$ cat src/rtl/sysctl_pkg.sv
package sysctl_pkg;

  localparam logic [7:0] CMD_READ_PORT = 8'hD0;
  localparam logic [7:0] CMD_A20_ON    = 8'hDF;
  localparam logic [7:0] CMD_A20_OFF   = 8'hDD;
  localparam logic [3:0] PULSE_NIBBLE  = 4'hF;

  localparam logic [7:0] PORT_RESET    = 8'h03;
  localparam int         RUN_BIT       = 0;
  localparam int         A20_BIT       = 1;
  localparam int         FLAG_LSB      = 4;
  localparam int         FLAG_W        = 2;

  typedef struct packed {
    logic a20_set;
    logic a20_clr;
    logic pulse;
    logic read;
  } ctl_t;

  function automatic logic pulse_selects_run(input logic [7:0] code);
    return (code[7:4] == PULSE_NIBBLE) && !code[RUN_BIT];
  endfunction

endpackage

$ cat src/rtl/sysctl_cmd_decode.sv
module sysctl_cmd_decode
  import sysctl_pkg::*;
(
  input  logic       cmd_valid,
  input  logic [7:0] cmd_byte,
  output ctl_t       ctl
);

  always_comb begin
    ctl = '0;
    if (cmd_valid) begin
      ctl.a20_set = (cmd_byte == CMD_A20_ON);
      ctl.a20_clr = (cmd_byte == CMD_A20_OFF);
      ctl.read    = (cmd_byte == CMD_READ_PORT);
      ctl.pulse   = pulse_selects_run(cmd_byte);
    end
  end

endmodule

$ cat src/rtl/sysctl_port_reg.sv
module sysctl_port_reg
  import sysctl_pkg::*;
#(
  parameter int          WIDTH     = 8,
  parameter logic [WIDTH-1:0] RST_VAL = PORT_RESET
) (
  input  logic             clk,
  input  logic             rst_n,
  input  logic             wr_en,
  input  logic [WIDTH-1:0] wr_data,
  input  logic             a20_set,
  input  logic             a20_clr,
  output logic [WIDTH-1:0] q
);

  logic [WIDTH-1:0] d;
  logic             en;

  always_comb begin
    d = q;
    if (wr_en)   d = wr_data;
    if (a20_set) d[A20_BIT] = 1'b1;
    if (a20_clr) d[A20_BIT] = 1'b0;
  end

  assign en = wr_en | a20_set | a20_clr;

  always_ff @(posedge clk or negedge rst_n) begin
    if (!rst_n)  q <= RST_VAL;
    else if (en) q <= d;
  end

endmodule

$ cat src/rtl/sysctl_pulse_timer.sv
module sysctl_pulse_timer #(
  parameter int PULSE_CYC = 300,
  localparam int CNT_W    = $clog2(PULSE_CYC + 1)
) (
  input  logic clk,
  input  logic rst_n,
  input  logic trigger,
  output logic busy
);

  logic [CNT_W-1:0] cnt_q, cnt_d;
  logic             cnt_en;

  always_comb begin
    cnt_d  = cnt_q;
    cnt_en = 1'b0;
    if (trigger) begin
      cnt_d  = CNT_W'(PULSE_CYC);
      cnt_en = 1'b1;
    end else if (cnt_q != '0) begin
      cnt_d  = cnt_q - 1'b1;
      cnt_en = 1'b1;
    end
  end

  always_ff @(posedge clk or negedge rst_n) begin
    if (!rst_n)      cnt_q <= '0;
    else if (cnt_en) cnt_q <= cnt_d;
  end

  assign busy = (cnt_q != '0);

endmodule

$ cat src/rtl/sysctl_reply.sv
module sysctl_reply #(
  parameter int WIDTH = 8
) (
  input  logic             clk,
  input  logic             rst_n,
  input  logic             req,
  input  logic [WIDTH-1:0] snap,
  output logic             valid,
  output logic [WIDTH-1:0] data
);

  always_ff @(posedge clk or negedge rst_n) begin
    if (!rst_n) valid <= 1'b0;
    else        valid <= req;
  end

  always_ff @(posedge clk or negedge rst_n) begin
    if (!rst_n)   data <= '0;
    else if (req) data <= snap;
  end

endmodule

$ cat src/rtl/sysctl_port.sv
module sysctl_port
  import sysctl_pkg::*;
#(
  parameter int PULSE_CYC = 300
) (
  input  logic       clk,
  input  logic       rst_n,
  input  logic       cmd_valid,
  input  logic [7:0] cmd_byte,
  input  logic       wr_valid,
  input  logic [7:0] wr_data,
  input  logic [1:0] obf_flags,
  output logic       a20_gate,
  output logic       rst_req_n,
  output logic [7:0] port_value,
  output logic       reply_valid,
  output logic [7:0] reply_byte
);

  ctl_t       ctl;
  logic [7:0] port_q;
  logic       pulse_trig;
  logic       pulse_busy;

  sysctl_cmd_decode u_dec (
    .cmd_valid (cmd_valid),
    .cmd_byte  (cmd_byte),
    .ctl       (ctl)
  );

  sysctl_port_reg #(.WIDTH(8), .RST_VAL(PORT_RESET)) u_reg (
    .clk     (clk),
    .rst_n   (rst_n),
    .wr_en   (wr_valid),
    .wr_data (wr_data),
    .a20_set (ctl.a20_set),
    .a20_clr (ctl.a20_clr),
    .q       (port_q)
  );

  assign pulse_trig = ctl.pulse | (wr_valid & ~wr_data[RUN_BIT]);

  sysctl_pulse_timer #(.PULSE_CYC(PULSE_CYC)) u_tmr (
    .clk     (clk),
    .rst_n   (rst_n),
    .trigger (pulse_trig),
    .busy    (pulse_busy)
  );

  always_comb begin
    port_value = port_q;
    port_value[FLAG_LSB +: FLAG_W] = obf_flags;
    port_value[RUN_BIT] = port_q[RUN_BIT] & ~pulse_busy;
  end

  sysctl_reply #(.WIDTH(8)) u_rep (
    .clk   (clk),
    .rst_n (rst_n),
    .req   (ctl.read),
    .snap  (port_value),
    .valid (reply_valid),
    .data  (reply_byte)
  );

  assign a20_gate  = port_q[A20_BIT];
  assign rst_req_n = ~pulse_busy;

endmodule

$ cat config.mk
export PLATFORM = sky130hd
export DESIGN_NAME = sysctl_port
export DESIGN_NICKNAME = d
export VERILOG_FILES = /design/src/rtl/sysctl_pkg.sv /design/src/rtl/sysctl_cmd_decode.sv /design/src/rtl/sysctl_port_reg.sv /design/src/rtl/sysctl_pulse_timer.sv /design/src/rtl/sysctl_reply.sv /design/src/rtl/sysctl_port.sv
export SDC_FILE = /design/constraint.sdc
export NUM_CORES = 1
export LEC_CHECK = 0
export BUFFER_PORTS_ARGS = -buffer_cell sky130_fd_sc_hd__clkbuf_2
export CORE_MARGIN = 1.5
export CORE_UTILIZATION = 52
export DETAILED_ROUTE_END_ITERATION = 16
export PLACE_DENSITY = 0.91
export SLEW_MARGIN = 0
export SYNTH_ARGS = -nofsm -noshare
export SYNTH_HDL_FRONTEND = slang
export SYNTH_SLANG_ARGS = --single-unit
$ cat constraint.sdc
create_clock -name clk -period 4.05 [get_ports clk]
set_input_delay 0.81 -clock clk [delete_from_list [all_inputs] [get_ports clk]]
set_output_delay 0.81 -clock clk [all_outputs]
set_load 0.03 [all_outputs]
# Yosys cells after proc, flatten, opt, wreduce, memory -nomap -nowiden
# Index checks and enable logic that the tools add are counted.
# totals
ff_bits	26
inputBits	22
# op_classes
addsub	1
n_eq_ne	4
muxes	8
n_bitwise	7
reduce_logical	8
# op_table
operator	n
$eq A8 B8 Y1 const B	3
$mux W9	2
$reduce_bool A9 Y1	1
$sub A9 B1 Y9 const B	1
$reduce_and A2 Y1	3
$eq A4 B4 Y1 const B	1
$mux W1	4
$mux W4	1
$or A1 B1 Y1	3
$reduce_bool A3 Y1	1
$and A1 B1 Y1	2
$mux W2	1
$not A1 Y1	2
$reduce_bool A2 Y1	1
$logic_and A1 B1 Y1	1
$logic_not A1 Y1	1

# Longest topological paths before layout
# logic_depth
depth_word	6
ltp_mapped	5
ltp_nobuf	5

# Cells and area by module
# A second synthesis with hierarchy kept.
# unflattened
cells_unflattened	99
area_unflattened_um2	1231.2
# modules_own_cells
module	instances	cells_per_inst	area_per_inst_um2	seq_area_each_um2
sysctl_pulse_timer	1	47	465.4	225.2
sysctl_reply	1	18	356.6	225.2
sysctl_port_reg	1	19	311.5	202.7
sysctl_cmd_decode	1	8	53.8	0.0
sysctl_port	1	7	43.8	0.0

# Worst setup path before layout
# Ideal clock, no wire load.
# synth_timing
kind	register to output
from	register u_tmr.cnt_q[0]
to	output port_value[0]
arrival_ns	2.697
required_ns	3.240
setup_slack_ns	0.543
path_stages_with_launch	6
path_buffers	0
cell_sequence	dfrtp_1 -> inv_1 -> ha_1 -> or4b_1 -> nor4b_1 -> and2_1
# synth_between
elab_chain_cells	3
# synth_lines
item	line_no	rtl
start: declaration	sysctl_pulse_timer.sv:11	logic [CNT_W-1:0] cnt_q, cnt_d;
start signal: assignment	sysctl_pulse_timer.sv:28	else if (cnt_en) cnt_q <= cnt_d;
$reduce_bool A9 Y1	sysctl_pulse_timer.sv:31	assign busy = (cnt_q != '0);
$not A1 Y1	-	
via rst_req_n	sysctl_port.sv:14	output logic rst_req_n,
$and A1 B1 Y1	sysctl_port.sv:53	port_value[RUN_BIT] = port_q[RUN_BIT] & ~pulse_busy;
end: declaration	sysctl_port.sv:15	output logic [7:0] port_value,
# The timed path passes the listed nets, and every way through them passes these cells.

# Final worst setup path
# layout_timing
from	register u_tmr.cnt_q[0]
to	output port_value[0]
# layout_between
elab_chain_cells	3
# layout_lines
item	line_no
$reduce_bool A9 Y1	sysctl_pulse_timer.sv:31
$not A1 Y1	sysctl_port.sv:53
$and A1 B1 Y1	sysctl_port.sv:53
# No other way between the ends.

==> impl_metrics.env <==
export IMPL_status="finished, final reports clean"
export IMPL_clkLatencyLatePin_ps=300
export IMPL_post_route_period_util=0.7769
export IMPL_syn_inst=101
export IMPL_synth_edff_count=0
export IMPL_fin_setup_tns_ps=0
export IMPL_postCtsSetupBuffers=0
export IMPL_async_reset_ff_frac=1.000
export IMPL_cts_tree="done"
export IMPL_netlist_area_leader_share=0.4676
export IMPL_drive_gt1_frac=0.4812
export IMPL_fin_hold_ws_ps=478.5
export IMPL_first_iter_violations=21
export IMPL_die_x_um=50.59
export IMPL_grt_antenna_before_repair=0
export IMPL_drt_total_wl_mm=2.321
export IMPL_cap_violations=0
export IMPL_die_area_um2=2559
export IMPL_cp_required_ps=3240
export IMPL_first_global_vias=952
export IMPL_seqCellArea_um2=603.1
export IMPL_startpoint_type="register"
export IMPL_finalSetupViolCount=0
export IMPL_multi_input_area_um2=488.0
export IMPL_core_um2=2170
export IMPL_pwr_density_cell_nw_per_um2=445.2
export IMPL_yosys_cell_types_count=32
export IMPL_yosys_top_cells_area="dfrtp_1 47%, mux2_2 13%, buf_4 4.5%, dfstp_2 4.5%, nor3_1 3.0%"
export IMPL_clock_path_buffers=2
export IMPL_cts_num_sinks=24
export IMPL_min_period_ps=3146
export IMPL_portBuffers=38
export IMPL_start_util=0.5427
export IMPL_synthTopCellsByCount="22 x dfrtp_1, 14 x mux2_2, 7 x buf_4, 7 x nor3_1, 6 x inv_1"
export IMPL_ys_warn_count=0
export IMPL_clk_pin_slew_worst_paths_ps=130
export IMPL_yosysMostFrequentCell="dfrtp_1"
export IMPL_grt_ovfl_total=0
export IMPL_syn_num_nets=124
export IMPL_grt_usage=0.2023
export IMPL_maxSlewViolCount=0
export IMPL_worstPathMaxFanout=7
export IMPL_rows=17
export IMPL_crit_type="register to primary output"
export IMPL_post_drt_wl_per_cell_um=14.42
export IMPL_postRouteAntennaNets=0
export IMPL_vias_per_cell=5.677
export IMPL_ys_seq_elements=24
export IMPL_critPathCaptureType="primary output"
export IMPL_relSlewSlack=0.5532
export IMPL_die_y_um=50.59
export IMPL_vias=914
export IMPL_drc=0
export IMPL_yosys_area_top_type="dfrtp_1"
export IMPL_holdBufCountCts=0
export IMPL_fill_cells=186
export IMPL_place_gp_congestion=0.8662
export IMPL_tightest_slew_ps=668.1
export IMPL_hp_class="primary input to asynchronous set/reset pin"
export IMPL_grt_max_degree=25
export IMPL_nNetsFinal=157
export IMPL_fmax_mhz=317.8
export IMPL_finalHoldViolCount=0
export IMPL_htreeDepth=1
export IMPL_num_antenna_cells=0
export IMPL_postCtsResizedCells=0
export IMPL_crit_arrival_ps=2340
export IMPL_synthFlopType="dfrtp_1"
export IMPL_syn_to_final_growth_pct=18.17
export IMPL_num_io_pins=41
export IMPL_rsz0062_at_grt="false"
export IMPL_netlist_area_um2=1177
export IMPL_cts_root_buf="clkbuf_4"
export IMPL_avgSynthCellArea_um2=11.66
export IMPL_yosysSeqAreaShare=0.5122
export IMPL_p_leak_nw=0.6529
export IMPL_power_total_mw=0.6194
export IMPL_dpl_hpwl_mm=1.835
export IMPL_grt_pass1_wl_mm=3.988
export IMPL_firstDrtPassIters=4
export IMPL_ir_drop_uv=355.0
export IMPL_skew_ps=4.174
export IMPL_numCtsBuffers=3
[critical path: stages (launching register included)]
cell and delay (ps):
dfrtp_1 430, inv_1 90, ha_1 260, or4b_1 510, nor4b_1 380, and2_1 180
clkbuf_2 190
[per-layer routing]
metal	share of wire	up-vias	GRT usage
li1	-	440	-
met1	0.41	437	0.2466
met2	0.54	35	0.3618
met3	0.047	2	0.02381
met4	0.0026	0	0.08108
met5	0	-	0
[report_power, final]
group	internal [mW]	switching [mW]	leakage, nW
clock	0.100	0.0674	0.0279
sequential	0.274	0.0456	0.297
combinational	0.0574	0.0752	0.327
[state kept, by name (all words and copies together), names as in the netlist]
register     flops
u_reg.q          6
u_tmr.cnt_q      9
u_rep.data       8
u_rep.valid      1
[final timing paths]
path | from | endpoint | slack (ps) | cells past startpoint
worst max register to register | u_tmr.cnt_q[0] | u_tmr.cnt_q[4] | 2100 | 5
max in group asynchronous | rst_n | u_reg.q[1] | 3190 | 1
worst min register to register | u_rep.data[5] | u_rep.data[5] | 530 | 1
min in group clk | u_rep.data[5] | u_rep.data[5] | 530 | 1
worst min-delay path | rst_n | u_tmr.cnt_q[1] | 480 | 1
worst max-delay path | u_tmr.cnt_q[0] | port_value[0] | 900 | 6
[cells in the final DEF, fill, tap and decap left out]
master and count:
o32a_2 1, clkbuf_4 3, or4b_1 2, nand2_1 3, o2111ai_1 1, a31oi_1 1
or4_4 1, o211ai_1 2, clkbuf_2 38, a21oi_1 3, nor3_1 7, or4b_2 1
or3_1 1, nand3_1 2, o32ai_1 1, nand4_1 1, nor2_1 1, o311ai_0 1
o41ai_1 1, or3b_2 2, o31ai_1 2, nor4b_1 1, inv_1 6, ha_1 1
nor3b_1 2, or4_1 3, dfrtp_1 22, o21ai_0 4, dfstp_2 2, and2_1 1
bufinv_16 1, mux2_2 14, nor3_4 1
[cell type report]
class	instances	area share
Clock buffer	3	0.01619
Clock inverter	1	0.02158
Inverter	6	0.01619
Multi-Input combinational cell	61	0.3507
Sequential cell	24	0.4335
Tap cell	28	0.02518
Timing Repair Buffer	38	0.1367
[cell families after synthesis]
| group | share of synthesized area |
|---|---|
| buffers and inverters | 0.07332 |
| muxes | 0.1339 |
| AOI/OAI and AO/OA | 0.09989 |
| and+or+nand+nor | 0.1700 |
| DFF | 0.5122 |
| adders and majority gates | 0.01063 |
[per-stage QoR]
stage | worst slack (ps) | cells | area (µm²) | util
2_1_floorplan | 542.9 | 101 | 1177 | -
3_3_place_gp | 1349 | 157 | 1339 | 0.6171
3_5_place_dp | 1259 | 157 | 1339 | 0.6171
4_1_cts | 896.8 | 161 | 1391 | 0.6413
5_1_grt | 779.1 | 161 | 1391 | 0.6413
6_report | 903.5 | 161 | 1391 | 0.6413
Power figures use the tool's default switching activity.
